**src/rtl/fbfetch_pkg.sv**
```systemverilog
package fbfetch_pkg;
  typedef enum logic [1:0] {
    FM_SINGLE_CMD  = 2'd0,
    FM_SINGLE_SYNC = 2'd1,
    FM_STREAM_PIX  = 2'd2,
    FM_STREAM_DIG  = 2'd3
  } fmode_e;

  function automatic logic mode_streams(input logic [1:0] m);
    return m[1];
  endfunction

  function automatic logic mode_allows_fields(input logic [1:0] m);
    return m == FM_STREAM_DIG;
  endfunction
endpackage

```
**src/rtl/fbfetch_bufreg.sv**
```systemverilog
module fbfetch_bufreg #(
  parameter int ADDR_W = 32
) (
  input  logic              clk,
  input  logic              rst_n,
  input  logic              run,
  input  logic              cur_wr,
  input  logic [ADDR_W-1:0] cur_wr_addr,
  input  logic              nxt_wr,
  input  logic [ADDR_W-1:0] nxt_wr_addr,
  input  logic              swap,
  output logic [ADDR_W-1:0] cur_q,
  output logic [ADDR_W-1:0] nxt_q,
  output logic              nxt_pend,
  output logic [ADDR_W-1:0] load_base
);
  logic promote;
  assign promote   = swap && nxt_pend;
  assign load_base = promote ? nxt_q : cur_q;

  always_ff @(posedge clk) begin
    if (!rst_n) begin
      cur_q    <= '0;
      nxt_q    <= '0;
      nxt_pend <= 1'b0;
    end else begin
      if (cur_wr && !run) cur_q <= cur_wr_addr;
      else if (promote)   cur_q <= nxt_q;
      if (nxt_wr) nxt_q <= nxt_wr_addr;
      if (nxt_wr)    nxt_pend <= 1'b1;
      else if (swap) nxt_pend <= 1'b0;
    end
  end

  // promotion copies the pending next base
  a_r4_swap_copy: assert property (@(posedge clk) disable iff (!rst_n)
    swap && nxt_pend |=> cur_q == $past(nxt_q));
  // no pending write keeps the base
  a_r5_swap_keep: assert property (@(posedge clk) disable iff (!rst_n)
    swap && !nxt_pend |=> $stable(cur_q));
  // colliding write survives the promotion
  a_r9_late_write: assert property (@(posedge clk) disable iff (!rst_n)
    swap && nxt_wr |=> nxt_pend && nxt_q == $past(nxt_wr_addr));
  // current base locked while running
  a_r10_cur_locked: assert property (@(posedge clk) disable iff (!rst_n)
    run && !swap |=> $stable(cur_q));
endmodule

```
**src/rtl/fbfetch_walker.sv**
```systemverilog
module fbfetch_walker #(
  parameter int ADDR_W   = 32,
  parameter int STRIDE_W = 16,
  parameter int LINE_W   = 11,
  parameter int BPL_W    = 8,
  parameter int LEN_W    = 5,
  parameter int BEAT_LG  = 3
) (
  input  logic                clk,
  input  logic                rst_n,
  input  logic                load,
  input  logic [ADDR_W-1:0]   load_base,
  input  logic                adv,
  input  logic                il_en,
  input  logic [STRIDE_W-1:0] cfg_stride,
  input  logic [LINE_W-1:0]   cfg_lines,
  input  logic [BPL_W-1:0]    cfg_bpl,
  input  logic [LEN_W-1:0]    cfg_burst_len,
  output logic [ADDR_W-1:0]   addr,
  output logic                busy
);
  localparam int LW1 = LINE_W + 1;

  logic [LINE_W-1:0] line_q;
  logic              field_q;
  logic [BPL_W-1:0]  bidx_q;
  logic [ADDR_W-1:0] frm_base_q, line_base_q, boff_q;

  logic [LW1-1:0]    nxt_line;
  logic              line_over, to_field2, last_burst;
  logic [ADDR_W-1:0] stride_a, step_bytes, burst_bytes;

  assign stride_a    = ADDR_W'(cfg_stride);
  assign step_bytes  = il_en ? (stride_a << 1) : stride_a;
  assign burst_bytes = ADDR_W'(cfg_burst_len) << BEAT_LG;
  assign nxt_line    = {1'b0, line_q} + (il_en ? LW1'(2) : LW1'(1));
  assign line_over   = nxt_line > {1'b0, cfg_lines};
  assign to_field2   = il_en && !field_q && (cfg_lines >= LINE_W'(2));
  assign last_burst  = bidx_q == (cfg_bpl - BPL_W'(1));
  assign addr        = line_base_q + boff_q;

  always_ff @(posedge clk) begin
    if (!rst_n) begin
      line_q      <= '0;
      field_q     <= 1'b0;
      bidx_q      <= '0;
      frm_base_q  <= '0;
      line_base_q <= '0;
      boff_q      <= '0;
      busy        <= 1'b0;
    end else if (load) begin
      frm_base_q  <= load_base;
      line_base_q <= load_base;
      line_q      <= LINE_W'(1);
      field_q     <= 1'b0;
      bidx_q      <= '0;
      boff_q      <= '0;
      busy        <= 1'b1;
    end else if (adv && busy) begin
      if (!last_burst) begin
        bidx_q <= bidx_q + BPL_W'(1);
        boff_q <= boff_q + burst_bytes;
      end else begin
        bidx_q <= '0;
        boff_q <= '0;
        if (!line_over) begin
          line_q      <= nxt_line[LINE_W-1:0];
          line_base_q <= line_base_q + step_bytes;
        end else if (to_field2) begin
          field_q     <= 1'b1;
          line_q      <= LINE_W'(2);
          line_base_q <= frm_base_q + stride_a;
        end else begin
          busy <= 1'b0;
        end
      end
    end
  end

  // walked line stays inside the frame
  a_r2_line_bound: assert property (@(posedge clk) disable iff (!rst_n)
    busy |-> line_q >= LINE_W'(1) && line_q <= cfg_lines);
  // field 1 walks odd lines, field 2 even lines
  a_r6_field_parity: assert property (@(posedge clk) disable iff (!rst_n)
    busy && il_en |-> line_q[0] == !field_q);
endmodule

```
**src/rtl/fbfetch_credit.sv**
```systemverilog
module fbfetch_credit #(
  parameter int OUT_W = 4
) (
  input  logic             clk,
  input  logic             rst_n,
  input  logic             inc,
  input  logic             dec,
  input  logic [OUT_W-1:0] cfg_max_out,
  output logic             room,
  output logic             last_one
);
  logic [OUT_W-1:0] cnt_q;

  assign room     = cnt_q < cfg_max_out;
  assign last_one = cnt_q == OUT_W'(1);

  always_ff @(posedge clk) begin
    if (!rst_n) cnt_q <= '0;
    else        cnt_q <= cnt_q + OUT_W'(inc) - OUT_W'(dec);
  end

  // an issue never pushes the count past the limit
  a_r7_no_overflow: assert property (@(posedge clk) disable iff (!rst_n)
    inc |-> cnt_q < cfg_max_out);
  // completions only arrive for outstanding bursts
  a_r7_no_underflow: assert property (@(posedge clk) disable iff (!rst_n)
    dec |-> cnt_q != '0);
endmodule

```
**src/rtl/fbfetch_seq.sv**
```systemverilog
module fbfetch_seq
  import fbfetch_pkg::*;
#(
  parameter int ADDR_W     = 32,
  parameter int STRIDE_W   = 16,
  parameter int LINE_W     = 11,
  parameter int BPL_W      = 8,
  parameter int LEN_W      = 5,
  parameter int OUT_W      = 4,
  parameter int BEAT_BYTES = 8
) (
  input  logic                clk,
  input  logic                rst_n,
  input  logic                cfg_master_en,
  input  logic [1:0]          cfg_mode,
  input  logic                cfg_interlace,
  input  logic [STRIDE_W-1:0] cfg_stride,
  input  logic [LINE_W-1:0]   cfg_lines,
  input  logic [BPL_W-1:0]    cfg_bpl,
  input  logic [LEN_W-1:0]    cfg_burst_len,
  input  logic [OUT_W-1:0]    cfg_max_out,
  input  logic                run_set,
  input  logic                cur_wr,
  input  logic [ADDR_W-1:0]   cur_wr_addr,
  input  logic                nxt_wr,
  input  logic [ADDR_W-1:0]   nxt_wr_addr,
  output logic                run,
  output logic [ADDR_W-1:0]   cur_addr,
  output logic                req_valid,
  input  logic                req_ready,
  output logic [ADDR_W-1:0]   req_addr,
  output logic [LEN_W-1:0]    req_len,
  input  logic                cpl_valid,
  output logic                frame_done
);
  localparam int BEAT_LG = $clog2(BEAT_BYTES);

  logic streaming, il_en, start, load, swap, issue;
  logic walk_busy, room, last_one;
  logic [ADDR_W-1:0] nxt_q, load_base;
  logic nxt_pend;

  assign streaming  = mode_streams(cfg_mode);
  assign il_en      = cfg_interlace && mode_allows_fields(cfg_mode);
  assign start      = run_set && !run;
  assign req_valid  = run && walk_busy && cfg_master_en && room;
  assign issue      = req_valid && req_ready;
  assign frame_done = run && !walk_busy && cpl_valid && last_one;
  assign swap       = frame_done && streaming;
  assign load       = start || swap;
  assign req_len    = cfg_burst_len;

  always_ff @(posedge clk) begin
    if (!rst_n)                         run <= 1'b0;
    else if (start)                     run <= 1'b1;
    else if (frame_done && !streaming)  run <= 1'b0;
  end

  fbfetch_bufreg #(.ADDR_W(ADDR_W)) bufs_i (
    .clk(clk), .rst_n(rst_n), .run(run),
    .cur_wr(cur_wr), .cur_wr_addr(cur_wr_addr),
    .nxt_wr(nxt_wr), .nxt_wr_addr(nxt_wr_addr),
    .swap(swap), .cur_q(cur_addr), .nxt_q(nxt_q),
    .nxt_pend(nxt_pend), .load_base(load_base)
  );

  fbfetch_walker #(
    .ADDR_W(ADDR_W), .STRIDE_W(STRIDE_W), .LINE_W(LINE_W),
    .BPL_W(BPL_W), .LEN_W(LEN_W), .BEAT_LG(BEAT_LG)
  ) walk_i (
    .clk(clk), .rst_n(rst_n), .load(load), .load_base(load_base),
    .adv(issue), .il_en(il_en), .cfg_stride(cfg_stride),
    .cfg_lines(cfg_lines), .cfg_bpl(cfg_bpl),
    .cfg_burst_len(cfg_burst_len), .addr(req_addr), .busy(walk_busy)
  );

  fbfetch_credit #(.OUT_W(OUT_W)) credit_i (
    .clk(clk), .rst_n(rst_n), .inc(issue), .dec(cpl_valid),
    .cfg_max_out(cfg_max_out), .room(room), .last_one(last_one)
  );

  // master enable gates every request
  a_r1_gate: assert property (@(posedge clk) disable iff (!rst_n)
    !cfg_master_en |-> !req_valid);
  // single-shot frame end drops run and requests
  a_r3_stop: assert property (@(posedge clk) disable iff (!rst_n)
    frame_done && !streaming |=> !run && !req_valid);
  // an unaccepted request is held
  a_r8_hold: assert property (@(posedge clk) disable iff (!rst_n)
    req_valid && !req_ready |=> !cfg_master_en || (req_valid && $stable(req_addr) && $stable(req_len)));
  // streaming keeps running across frame end
  a_r4_keep_run: assert property (@(posedge clk) disable iff (!rst_n)
    swap |=> run);
endmodule

```
**config.mk**
```make
export PLATFORM = sky130hd
export DESIGN_NAME = fbfetch_seq
export DESIGN_NICKNAME = d
export VERILOG_FILES = /design/src/rtl/fbfetch_pkg.sv /design/src/rtl/fbfetch_bufreg.sv /design/src/rtl/fbfetch_walker.sv /design/src/rtl/fbfetch_credit.sv /design/src/rtl/fbfetch_seq.sv
export SDC_FILE = /design/constraint.sdc
export NUM_CORES = 1
export LEC_CHECK = 0
export BUFFER_PORTS_ARGS = -buffer_cell sky130_fd_sc_hd__buf_2
export CAP_MARGIN = 5
export CORE_UTILIZATION = 56
export DETAILED_ROUTE_END_ITERATION = 6
export MAX_ROUTING_LAYER = met4
export PLACE_DENSITY_LB_ADDON = 0.08
export SLEW_MARGIN = 15
export SYNTH_ARGS = -nofsm -noshare
export SYNTH_HDL_FRONTEND = slang
export SYNTH_HIERARCHICAL = 1
export SYNTH_SLANG_ARGS = --single-unit
```
**constraint.sdc**
```tcl
create_clock -name clk -period 5.1 [get_ports clk]
set_input_delay 0 -clock clk [delete_from_list [all_inputs] [get_ports clk]]
set_output_delay 0 -clock clk [all_outputs]
set_load 0.01 [all_outputs]
```
After elaboration in Yosys (flattened, before gate mapping)
Index checks and enable logic that the tools add are counted.
{ "totals": {"ff_bits": 187, "inputBits": 119, "out_inout_bits": 72} }
{ "classes": {"n_addsub": 9, "order_cmp": 3, "eq_ne": 6, "n_mux": 25, "n_bitwise": 1, "reduce_logical": 31} }
{ "op_table": {"columns": ["op", "n"], "rows": [
  ["32-bit 2-to-1 mux", 8],
  ["32-bit adder", 2],
  ["32-bit by 16-bit adder with 32-bit output", 1],
  ["32-bit by 8-bit adder with 32-bit output", 1],
  ["11-bit 2-to-1 mux", 2],
  ["17-bit 2-to-1 mux", 1],
  ["1-bit logical AND", 16],
  ["11-bit by 2-bit adder with 12-bit output", 1],
  ["12-bit by 11-bit greater-than comparator with 1-bit output", 1],
  ["1-bit 2-to-1 mux", 12],
  ["11-bit by 2-bit >= comparator with 1-bit output, second input constant", 1],
  ["2-bit nonzero test", 5],
  ["8-bit by 1-bit adder with 8-bit output, second input constant", 1],
  ["8-bit equality test", 1],
  ["8-bit 2-to-1 mux", 1],
  ["4-bit AND reduction", 2],
  ["8-bit by 1-bit subtractor with 8-bit output, second input constant", 1],
  ["3-bit AND reduction", 2],
  ["4-bit by 1-bit adder with 4-bit output", 1],
  ["4-bit by 1-bit equality test with 1-bit output, second input constant", 1],
  ["1-bit logical NOT", 4],
  ["4-bit less-than comparator", 1],
  ["2-bit != test, second input constant", 2],
  ["4-bit by 1-bit subtractor with 4-bit output", 1],
  ["other kinds (6)", 6]
]} }

Longest topological paths before layout
Gate-level depths: netlist (run 1).
{ "depth": {"depth_word": 9, "depth_mapped": 21, "mapped_depth_nobuf": 18} }

By module
The synthesis (run 1) kept the hierarchy.
{ "by_module_without_submodules": {"columns": ["mod", "n_inst", "cells_each", "area_each_um2", "seq_area_each_um2"], "rows": [
  ["fbfetch_walker", 1, 1180, 9211.3, 2282.2],
  ["fbfetch_bufreg", 1, 327, 3275.6, 1301.2],
  ["fbfetch_credit", 1, 37, 331.6, 80.1],
  ["fbfetch_seq", 1, 16, 125.1, 20.0]
]} }

Least setup slack after synthesis (run 1)
No wires, ideal clock.
{ "synth_path": {"path_kind": "input port to flip-flop", "start": "in cfg_interlace", "end": "reg walk_i.line_base_q[24]", "t_arrival_ns": 3.709, "slack_ns": 1.263, "path_stages": 21, "n_path_buf": 3, "cell_sequence": "and3_1 -> clkbuf_1 -> inv_1 -> ha_1 -> fa_1 -> nand3_1 -> nor2_1 -> nand3_1 -> xnor2_1 -> ha_1 -> nand3_1 -> nor3_1 -> nor4_2 -> a21oi_1 -> or2_1 -> buf_2 -> buf_2 -> o41ai_1 -> o311ai_1 -> o211ai_1 -> a21oi_1"} }
{ "synth_via": {"elab_chain_len": 8} }
{ "synth_lines": {"columns": ["item", "line", "text"], "rows": [
  ["start: declaration", "fbfetch_seq.sv:16", "input logic cfg_interlace,"],
  ["1-bit logical AND (*)", "fbfetch_seq.sv:44", "assign il_en = cfg_interlace && mode_allows_fields(cfg_mode);"],
  ["2-bit 2-to-1 mux", "fbfetch_walker.sv:36", "assign nxt_line = {1'b0, line_q} + (il_en ? LW1'(2) : LW1'(1));"],
  ["11-bit by 2-bit adder with 12-bit output", "fbfetch_walker.sv:36", null],
  ["12-bit by 11-bit greater-than comparator with 1-bit output", "fbfetch_walker.sv:37", "assign line_over = nxt_line > {1'b0, cfg_lines};"],
  ["32-bit 2-to-1 mux", "fbfetch_walker.sv:66", "if (!line_over) begin"],
  ["32-bit 2-to-1 mux", "fbfetch_walker.sv:60", "if (!last_burst) begin"],
  ["32-bit 2-to-1 mux", "fbfetch_walker.sv:59", "end else if (adv && busy) begin"],
  ["32-bit 2-to-1 mux", "fbfetch_walker.sv:51", "end else if (load) begin"],
  ["end signal: assignment", "fbfetch_walker.sv:53", "line_base_q <= load_base;"],
  ["end signal: assignment", "fbfetch_walker.sv:68", "line_base_q <= line_base_q + step_bytes;"],
  ["end signal: assignment", "fbfetch_walker.sv:72", "line_base_q <= frm_base_q + stride_a;"],
  ["end: declaration", "fbfetch_walker.sv:27", "logic [ADDR_W-1:0] frm_base_q, line_base_q, boff_q;"]
]} }
Mark *: on every way between the ends. The rest lies on a longest branch, timed or not. The select of a mux whose other input is x is not followed.
A chain may end at the register's enable or synchronous reset.

Final worst setup path (run 1)
{ "layout_path": {"start": "in cfg_mode[1]", "end": "reg walk_i.line_q[7]"} }
{ "layout_via": {"elab_chain_len": 7} }
{ "layout_lines": {"columns": ["item", "line", "text"], "rows": [
  ["start: declaration", "fbfetch_seq.sv:15", "input logic [1:0] cfg_mode,"],
  ["2-bit equality test (*)", "fbfetch_pkg.sv:14", "return m == FM_STREAM_DIG;"],
  ["1-bit logical AND (*)", "fbfetch_seq.sv:44", null],
  ["named net il_en", "fbfetch_seq.sv:38", "logic streaming, il_en, start, load, swap, issue;"],
  ["2-bit 2-to-1 mux", "fbfetch_walker.sv:36", null],
  ["11-bit by 2-bit adder with 12-bit output", "fbfetch_walker.sv:36", null],
  ["12-bit by 11-bit greater-than comparator with 1-bit output", "fbfetch_walker.sv:37", null],
  ["2-bit != test (no line)", null, null],
  ["3-bit AND reduction (no line)", null, null],
  ["end signal: assignment", "fbfetch_walker.sv:67", "line_q <= nxt_line[LINE_W-1:0];"],
  ["end: declaration", "fbfetch_walker.sv:24", "logic [LINE_W-1:0] line_q;"]
]} }
The timed path passes the listed nets; every way through them passes the cells marked *.

==> results.ini, run 1 <==
[yosys]
synth_edf_count = 0
yosys_warnings = 6
seq_area_frac_synth_pct = 28.5
synthCells = 1560
async_flop_share_pct = 0
synth_flop_cell = dfxtp_1
yosysUniqueCellTypes = 91
syn_area_mm2 = 0.0129
synth_fp_nets = 1773
syn_avg_cell_area_um2 = 8.30
ys_seq_elements = 184

[cells_and_area]
fin_nets = 1983
layout_commonest_cell = buf_2
area_delta_synth_final_pct = 18.2
final_cell_mix = 190 x buf_2, 184 x dfxtp_1, 150 x nor2_1
drive_above_1_share_pct = 17.3
final_core_util_pct = 67.6
final_area_mm2 = 0.0153

[clock_tree]
cts_resized = 0
hold_buffers = 73
clock_path_buffers = 2
cts_setup_buffers = 0
cts_tree = done
clkSinkCount = 184
cts-htree-levels = 4
clk_pin_slew_worst_paths_ns = 0.07
numCtsBuffers = 17
root_buffer = clkbuf_16
clk_latency_ns = 0.44

[detailed_routing]
drt_iter0_drc = 851
via_count = 12300
route.detailed.wl_per_inst_um = 17.3
drc_errors = 0
first_pass_iters = 5
via_per_inst = 5.92
wl_um = 35800
drt.antenna.violating_nets = 0

[timing]
fin_crit_ns = 4.75
hold_slack_ns = 0.0555
hold_violations = 0
rsz0062_at_grt = false
maxSlewViolCount = 0
finalCritPeriodShare_pct = 93.2
max_freq_mhz = 210
worst_pin_slew_ns = 1.03
skew_ns = 0.0143
setup_viol = 0
slew_headroom_pct = 31.1
tns_ns = 0

[place]
placed_area_mm2 = 0.0139
io_buffers = 190
dpl.hpwl_um = 25400
routabilityCongestion = 0.923

[critical_path]
reg2reg_to = walk_i/line_q[7]$_SDFFE_PP0P_
reg2regPathDepth = 16
crit_path_max_fanout = 15
path_class = in2reg
cp.required_ns = 5.44
reg2reg_slack_ns = 0.53
cp-start-kind = input port
crit_arrival_ns = 5.09
worstSetupEndpointType = register
crit-reg2reg-launch = walk_i/line_q[1]$_SDFFE_PP0P_

[global_route]
grt_pass1_vias = 11500
antenna_found_initial = 1
overflow = 0
grt_usage_pct = 31.1
grt_pass1_wl_um = 58100
grt_max_degree = 75

[floorplan]
initial_core_util_pct = 57.2
die_area_mm2 = 0.0237
chipWidth_um = 154
die_y_um = 154
core_mm2 = 0.0226
placement_rows = 55
ios = 191

[pwr]
p_switching_uw = 1070
clockPowerShare_pct = 38.0
internal_power_uw = 2630
comb_power_share_pct = 19.8
p_seq_share_pct = 42.2
switching_share_pct = 28.9
report.power.total_uw = 3700
p_leak_uw = 0.00698
power_density_mw_per_mm2 = 242
vdd_ir_drop_max_v = 0.000237

[run]
max_cap_viol_count = 0

[outcome]
outcome = complete, no violations

[hold_path]
hp-start = cfg_burst_len[1]
hold_path_class = in2reg
min_path_cells = 4
min_to = walk_i/boff_q[4]$_SDFFE_PP0P_

==> through the flow <==
step,worst slack (ns),std cells
floorplan,1.26,1560
global placement,0.757,1963
detailed placement,0.632,1963
CTS,0.489,2068
global route,0.0745,2069
finish,0.349,2070
==> worst max-delay path, cell delays in order <==
cell and delay [ns]:
dlygate4sd3_1 0.54, buf_2 0.14, and3_1 0.23, inv_1 0.12
ha_1 0.19, a21oi_1 0.13, nor3_1 0.55, and3_1 0.25
xor2_1 0.19, ha_1 0.27, a21oi_1 0.15, nor2b_1 0.08
nor4_2 0.37, a21oi_1 0.12, buf_4 0.17, or2_1 0.43
buf_4 0.28, nor2_1 0.55, nand3b_1 0.14, a21oi_1 0.18
==> worst max path at each step <==
stage | from | endpoint | slack (ns) | cells past startpoint
finish | cfg_mode[1] | walk_i/line_q[7]$_SDFFE_PP0P_ | 0.35 | 20
global route | cfg_mode[1] | walk_i/line_q[5]$_SDFFE_PP0P_ | 0.07 | 20
CTS | cfg_mode[1] | walk_i/line_q[7]$_SDFFE_PP0P_ | 0.49 | 20
detailed placement | cfg_interlace | walk_i/line_q[5]$_SDFFE_PP0P_ | 0.63 | 19
global placement | cfg_interlace | walk_i/line_q[7]$_SDFFE_PP0P_ | 0.76 | 19
floorplan | cfg_interlace | walk_i/line_base_q[24]$_SDFFE_PN0P_ | 1.26 | 21
==> registers in the layout, indices dropped and copies added (netlist names), 4 cells and up <==
register	cells
walk_i/line_q	11
walk_i/frm_base_q	32
walk_i/boff_q	29
bufs_i/cur_q	32
walk_i/line_base_q	32
bufs_i/nxt_q	32
credit_i/cnt_q	4
walk_i/bidx_q	8
==> cell usage after synthesis (9+ instances only) <==
cell | count | area [µm²]
a211oi_1 | 19 | 143
a21boi_0 | 28 | 210
a21o_1 | 18 | 135
a21oi_1 | 97 | 485
a22oi_1 | 11 | 82.6
and2_1 | 19 | 119
and3_1 | 58 | 363
buf_2 | 24 | 120
buf_4 | 11 | 82.6
clkbuf_1 | 40 | 150
dfxtp_1 | 184 | 3680
ha_1 | 89 | 1110
inv_1 | 49 | 184
mux2_2 | 14 | 158
mux2i_1 | 53 | 531
nand2_1 | 111 | 417
nand2b_1 | 11 | 68.8
nand3_1 | 41 | 205
nand4_1 | 14 | 87.6
nor2_1 | 151 | 567
nor2b_1 | 48 | 300
nor3_1 | 33 | 165
o211ai_1 | 19 | 143
o21a_1 | 18 | 135
o21ai_0 | 47 | 235
o311a_1 | 34 | 340
or2_2 | 33 | 206
or3_1 | 9 | 56.3
or3b_1 | 30 | 263
xnor2_1 | 54 | 473
xor2_1 | 55 | 482
==> power by group through the flow <==
stage               logic, µW  clock network, µW  registers (µW)
finish                    734               1410            1560
global route              807               1480            1570
CTS                       724               1420            1560
detailed placement        674                  0            1590
global placement          664                  0            1590
floorplan                 469                  0            1590
==> layout make-up <==
type | count | area [µm²]
sequential | 184 | 3680
tap | 285 | 357
multi-input combinational | 1238 | 8650
timing repair buffer | 279 | 1800
clock inverter | 14 | 185
fill | 1862 | 7340
inverter | 50 | 188
antenna | 2 | 5.00
clock buffer | 18 | 429
==> per-layer routing <==
layer  wire length (µm)  share of wire (%)  vias up  GRT usage (%)
met3               2180                6.1       35           4.43
li1                   -                  -     6037              -
met4                527                1.5        0           8.05
met2              15900                 44      424           48.6
met1              17200                 48     5759           42.0
met5                  0                  0        -              -
==> cells by family after synthesis <==
family	after synthesis	share of synthesized area, %
flops	184	28.5
mux	67	5.32
xor+xnor	109	7.38
fa+ha+maj	94	9.38
compound gates	372	20.3
buf+inv	138	4.79
simple gates	596	24.4
(Power assumes the default switching activity.)
==> run 2: changes to the inputs <==
--- a/config.mk
+++ b/config.mk
@@ -5,9 +5,9 @@
 export SDC_FILE = /design/constraint.sdc
 export NUM_CORES = 1
 export LEC_CHECK = 0
-export BUFFER_PORTS_ARGS = -buffer_cell sky130_fd_sc_hd__buf_2
-export CAP_MARGIN = 5
-export CORE_UTILIZATION = 56
+export BUFFER_PORTS_ARGS = -buffer_cell sky130_fd_sc_hd__buf_4
+export CAP_MARGIN = 20
+export CORE_UTILIZATION = 59
 export DETAILED_ROUTE_END_ITERATION = 6
 export MAX_ROUTING_LAYER = met4
 export PLACE_DENSITY_LB_ADDON = 0.08
==> run 2 against run 1 <==
Non-clock buffer count fell by 1. Critical path depth fell by 1. Count of clock-buffer cells in the layout did not move. Combinational power rose by 7.1%. Largest power group unchanged.
==> results.ini, run 2 (synthesized netlist as in run 1, its figures left out) <==
[cells_and_area]
fin_nets = 1982  ; -0.050%
area_delta_synth_final_pct = 21.5
drive_above_1_share_pct = 17.5  ; +0.12 points
layout_commonest_cell = buf_4
final_cell_mix = 206 x buf_4, 184 x dfxtp_1, 149 x nor2_1
n_antenna_cell = 0  ; -2

[timing]
maxSlewViolCount = 0  ; unchanged
skew_ns = 0.0186  ; +0.00432 ns
hold_violations = 0  ; unchanged
tns_ns = 0  ; unchanged
max_freq_mhz = 219  ; +4.0%
fin_crit_ns = 4.57  ; -0.183 ns
worst_pin_slew_ns = 1.12  ; +0.0862 ns
finalCritPeriodShare_pct = 89.6  ; -3.6 points
slew_headroom_pct = 25.3  ; -5.8 points
rsz0062_at_grt = false
setup_viol = 0  ; unchanged
hold_slack_ns = 0.0307  ; -0.0248 ns

[pwr]
power_density_mw_per_mm2 = 234  ; -3.2%
switching_share_pct = 30.6  ; +1.7 points
p_switching_uw = 1130  ; +5.2%
internal_power_uw = 2560  ; -2.8%
report.power.total_uw = 3680  ; -0.51%
vdd_ir_drop_max_v = 0.000198  ; -17%
p_leak_uw = 0.00707  ; +1.2%
p_seq_share_pct = 42.6  ; +0.4 points
clockPowerShare_pct = 36.0  ; -2.0 points
comb_power_share_pct = 21.3  ; +1.5 points

[clock_tree]
cts-htree-levels = 4  ; unchanged
clkSinkCount = 184  ; unchanged
numCtsBuffers = 17  ; unchanged
root_buffer = clkbuf_16
cts_setup_buffers = 0  ; unchanged
clk_latency_ns = 0.44  ; about the same
clk_pin_slew_worst_paths_ns = 0.07  ; about the same
clock_path_buffers = 2  ; unchanged
cts_tree = done

[detailed_routing]
drt_iter0_drc = 949  ; +12%
drt.antenna.violating_nets = 0  ; unchanged
wl_um = 37600  ; +5.0%
drc_errors = 0  ; unchanged
first_pass_iters = 5  ; unchanged
via_count = 12500  ; +2.1%
route.detailed.wl_per_inst_um = 18.3  ; +5.6%
via_per_inst = 6.08  ; +2.8%

[critical_path]
reg2regPathDepth = 15  ; -1
cp.required_ns = 5.45  ; about the same
worstSetupEndpointType = register
cpLargestDelayFamily = simple AND/OR/NAND/NOR gates
crit_arrival_ns = 4.92  ; -0.17 ns
path_buf_inv = 3  ; -2
crit_slowest_cell = or2_1
crit_cells = 19  ; -5.0%
crit-reg2reg-launch = walk_i/line_q[1]$_SDFFE_PP0P_
crit_path_max_fanout = 15  ; unchanged
critical_path.startpoint = cfg_mode[1]
critPathMaxStageDelay_ns = 0.55  ; about the same
cp-start-kind = input port
path_class = in2reg
path_cells = dlygate4sd3_1, buf_4, and3_1, inv_1, ha_1, a21oi_1, nor3_1, and3_1, xor2_1, ha_1, nand3_1, nor3_1, nor4_2, a21oi_1, or2_1, or2_4, nor2_2, a211o_1, a221oi_2

[global_route]
grt_usage_pct = 35.0  ; +3.9 points
grt_pass1_wl_um = 60800  ; +4.6%
grt_max_degree = 77  ; +2.7%
grt_pass1_vias = 12100  ; +5.1%
overflow = 0  ; unchanged
antenna_found_initial = 0  ; -1

[hold_path]
hold_path_class = in2reg
min_path_cells = 4  ; unchanged
hp-start = cfg_burst_len[1]

[outcome]
outcome = complete, no violations

[place]
io_buffers = 190  ; unchanged
dpl.hpwl_um = 25900  ; +2.2%
routabilityCongestion = 0.908  ; -1.6%

[floorplan]
die_area_mm2 = 0.0225  ; -5.0%
placement_rows = 53  ; -3.6%
initial_core_util_pct = 60.8  ; +3.6 points
chipWidth_um = 150  ; -2.5%
die_y_um = 150  ; -2.5%
ios = 191  ; unchanged
core_mm2 = 0.0213  ; -6.0%

[run]
max_cap_viol_count = 0  ; unchanged

[run 2: worst paths after layout]
| check | endpoint | slack [ns] |
|---|---|---|
| worst max-delay path | walk_i/line_base_q[20]$_SDFFE_PN0P_ | 0.53 |
| worst min-delay path | walk_i/boff_q[4]$_SDFFE_PP0P_ | 0.03 |
| worst max register to register | walk_i/line_base_q[20]$_SDFFE_PN0P_ | 0.70 |
| worst min register to register | walk_i/frm_base_q[5]$_SDFFE_PN0P_ | 0.47 |
[run 2: worst register-to-register path, cell delays in order (launching register included)]
cell and delay [ns]:
dfxtp_1 0.34, ha_1 0.28, a21oi_1 0.12, nor3_1 0.52, and3_1 0.25, xor2_1 0.08
ha_1 0.30, nand3_1 0.14, nor3_1 0.26, nor4_2 0.09, a21oi_1 0.46, or2_1 0.55
or2_4 0.27, nor2_2 0.04, a211o_1 0.34, a221oi_2 0.27
[run 2: area by class of cell]
cell class              instances  area [µm²]
clock buffers                  18         439
multi-input cells            1238        8650
inverters                      50         188
clock inverters                14         149
repair buffers                278        2270
flip-flops and latches        184        3680
well taps                     275         344
fillers                      1626        5560
[run 2: stage by stage]
step                area, µm²  utilization (%)  setup WS [ns]  instances
CTS                     15700             73.9          0.546       2057
finish                  15700             73.9          0.532       2057
detailed placement      14400             67.7          0.640       1953
global placement        14400             67.7          0.836       1953
global route            15700             73.9          0.142       2057
floorplan               12900                -           1.26       1560
[run 2: power by group through the flow]
stage | Clock (µW) | Sequential [µW] | Combinational [µW]
2_1_floorplan | 0 | 1590 | 469
3_3_place_gp | 0 | 1600 | 702
3_5_place_dp | 0 | 1600 | 717
4_1_cts | 1340 | 1570 | 768
5_1_grt | 1400 | 1580 | 856
6_report | 1330 | 1570 | 786
[run 2: timing repair]
action	in CTS	in global routing
endpoints found under the hold margin	74	0
setup endpoints to repair	0	2
hold buffers	72	0
resized for setup	0	1
[run 2: per-layer routing]
metal	vias to the layer above	global-route usage, %	share of wire, %
met5	-	-	0
met4	0	11.6	2.2
met3	82	6.33	8.1
met2	547	55.2	46
met1	5844	45.1	44
li1	6041	-	-
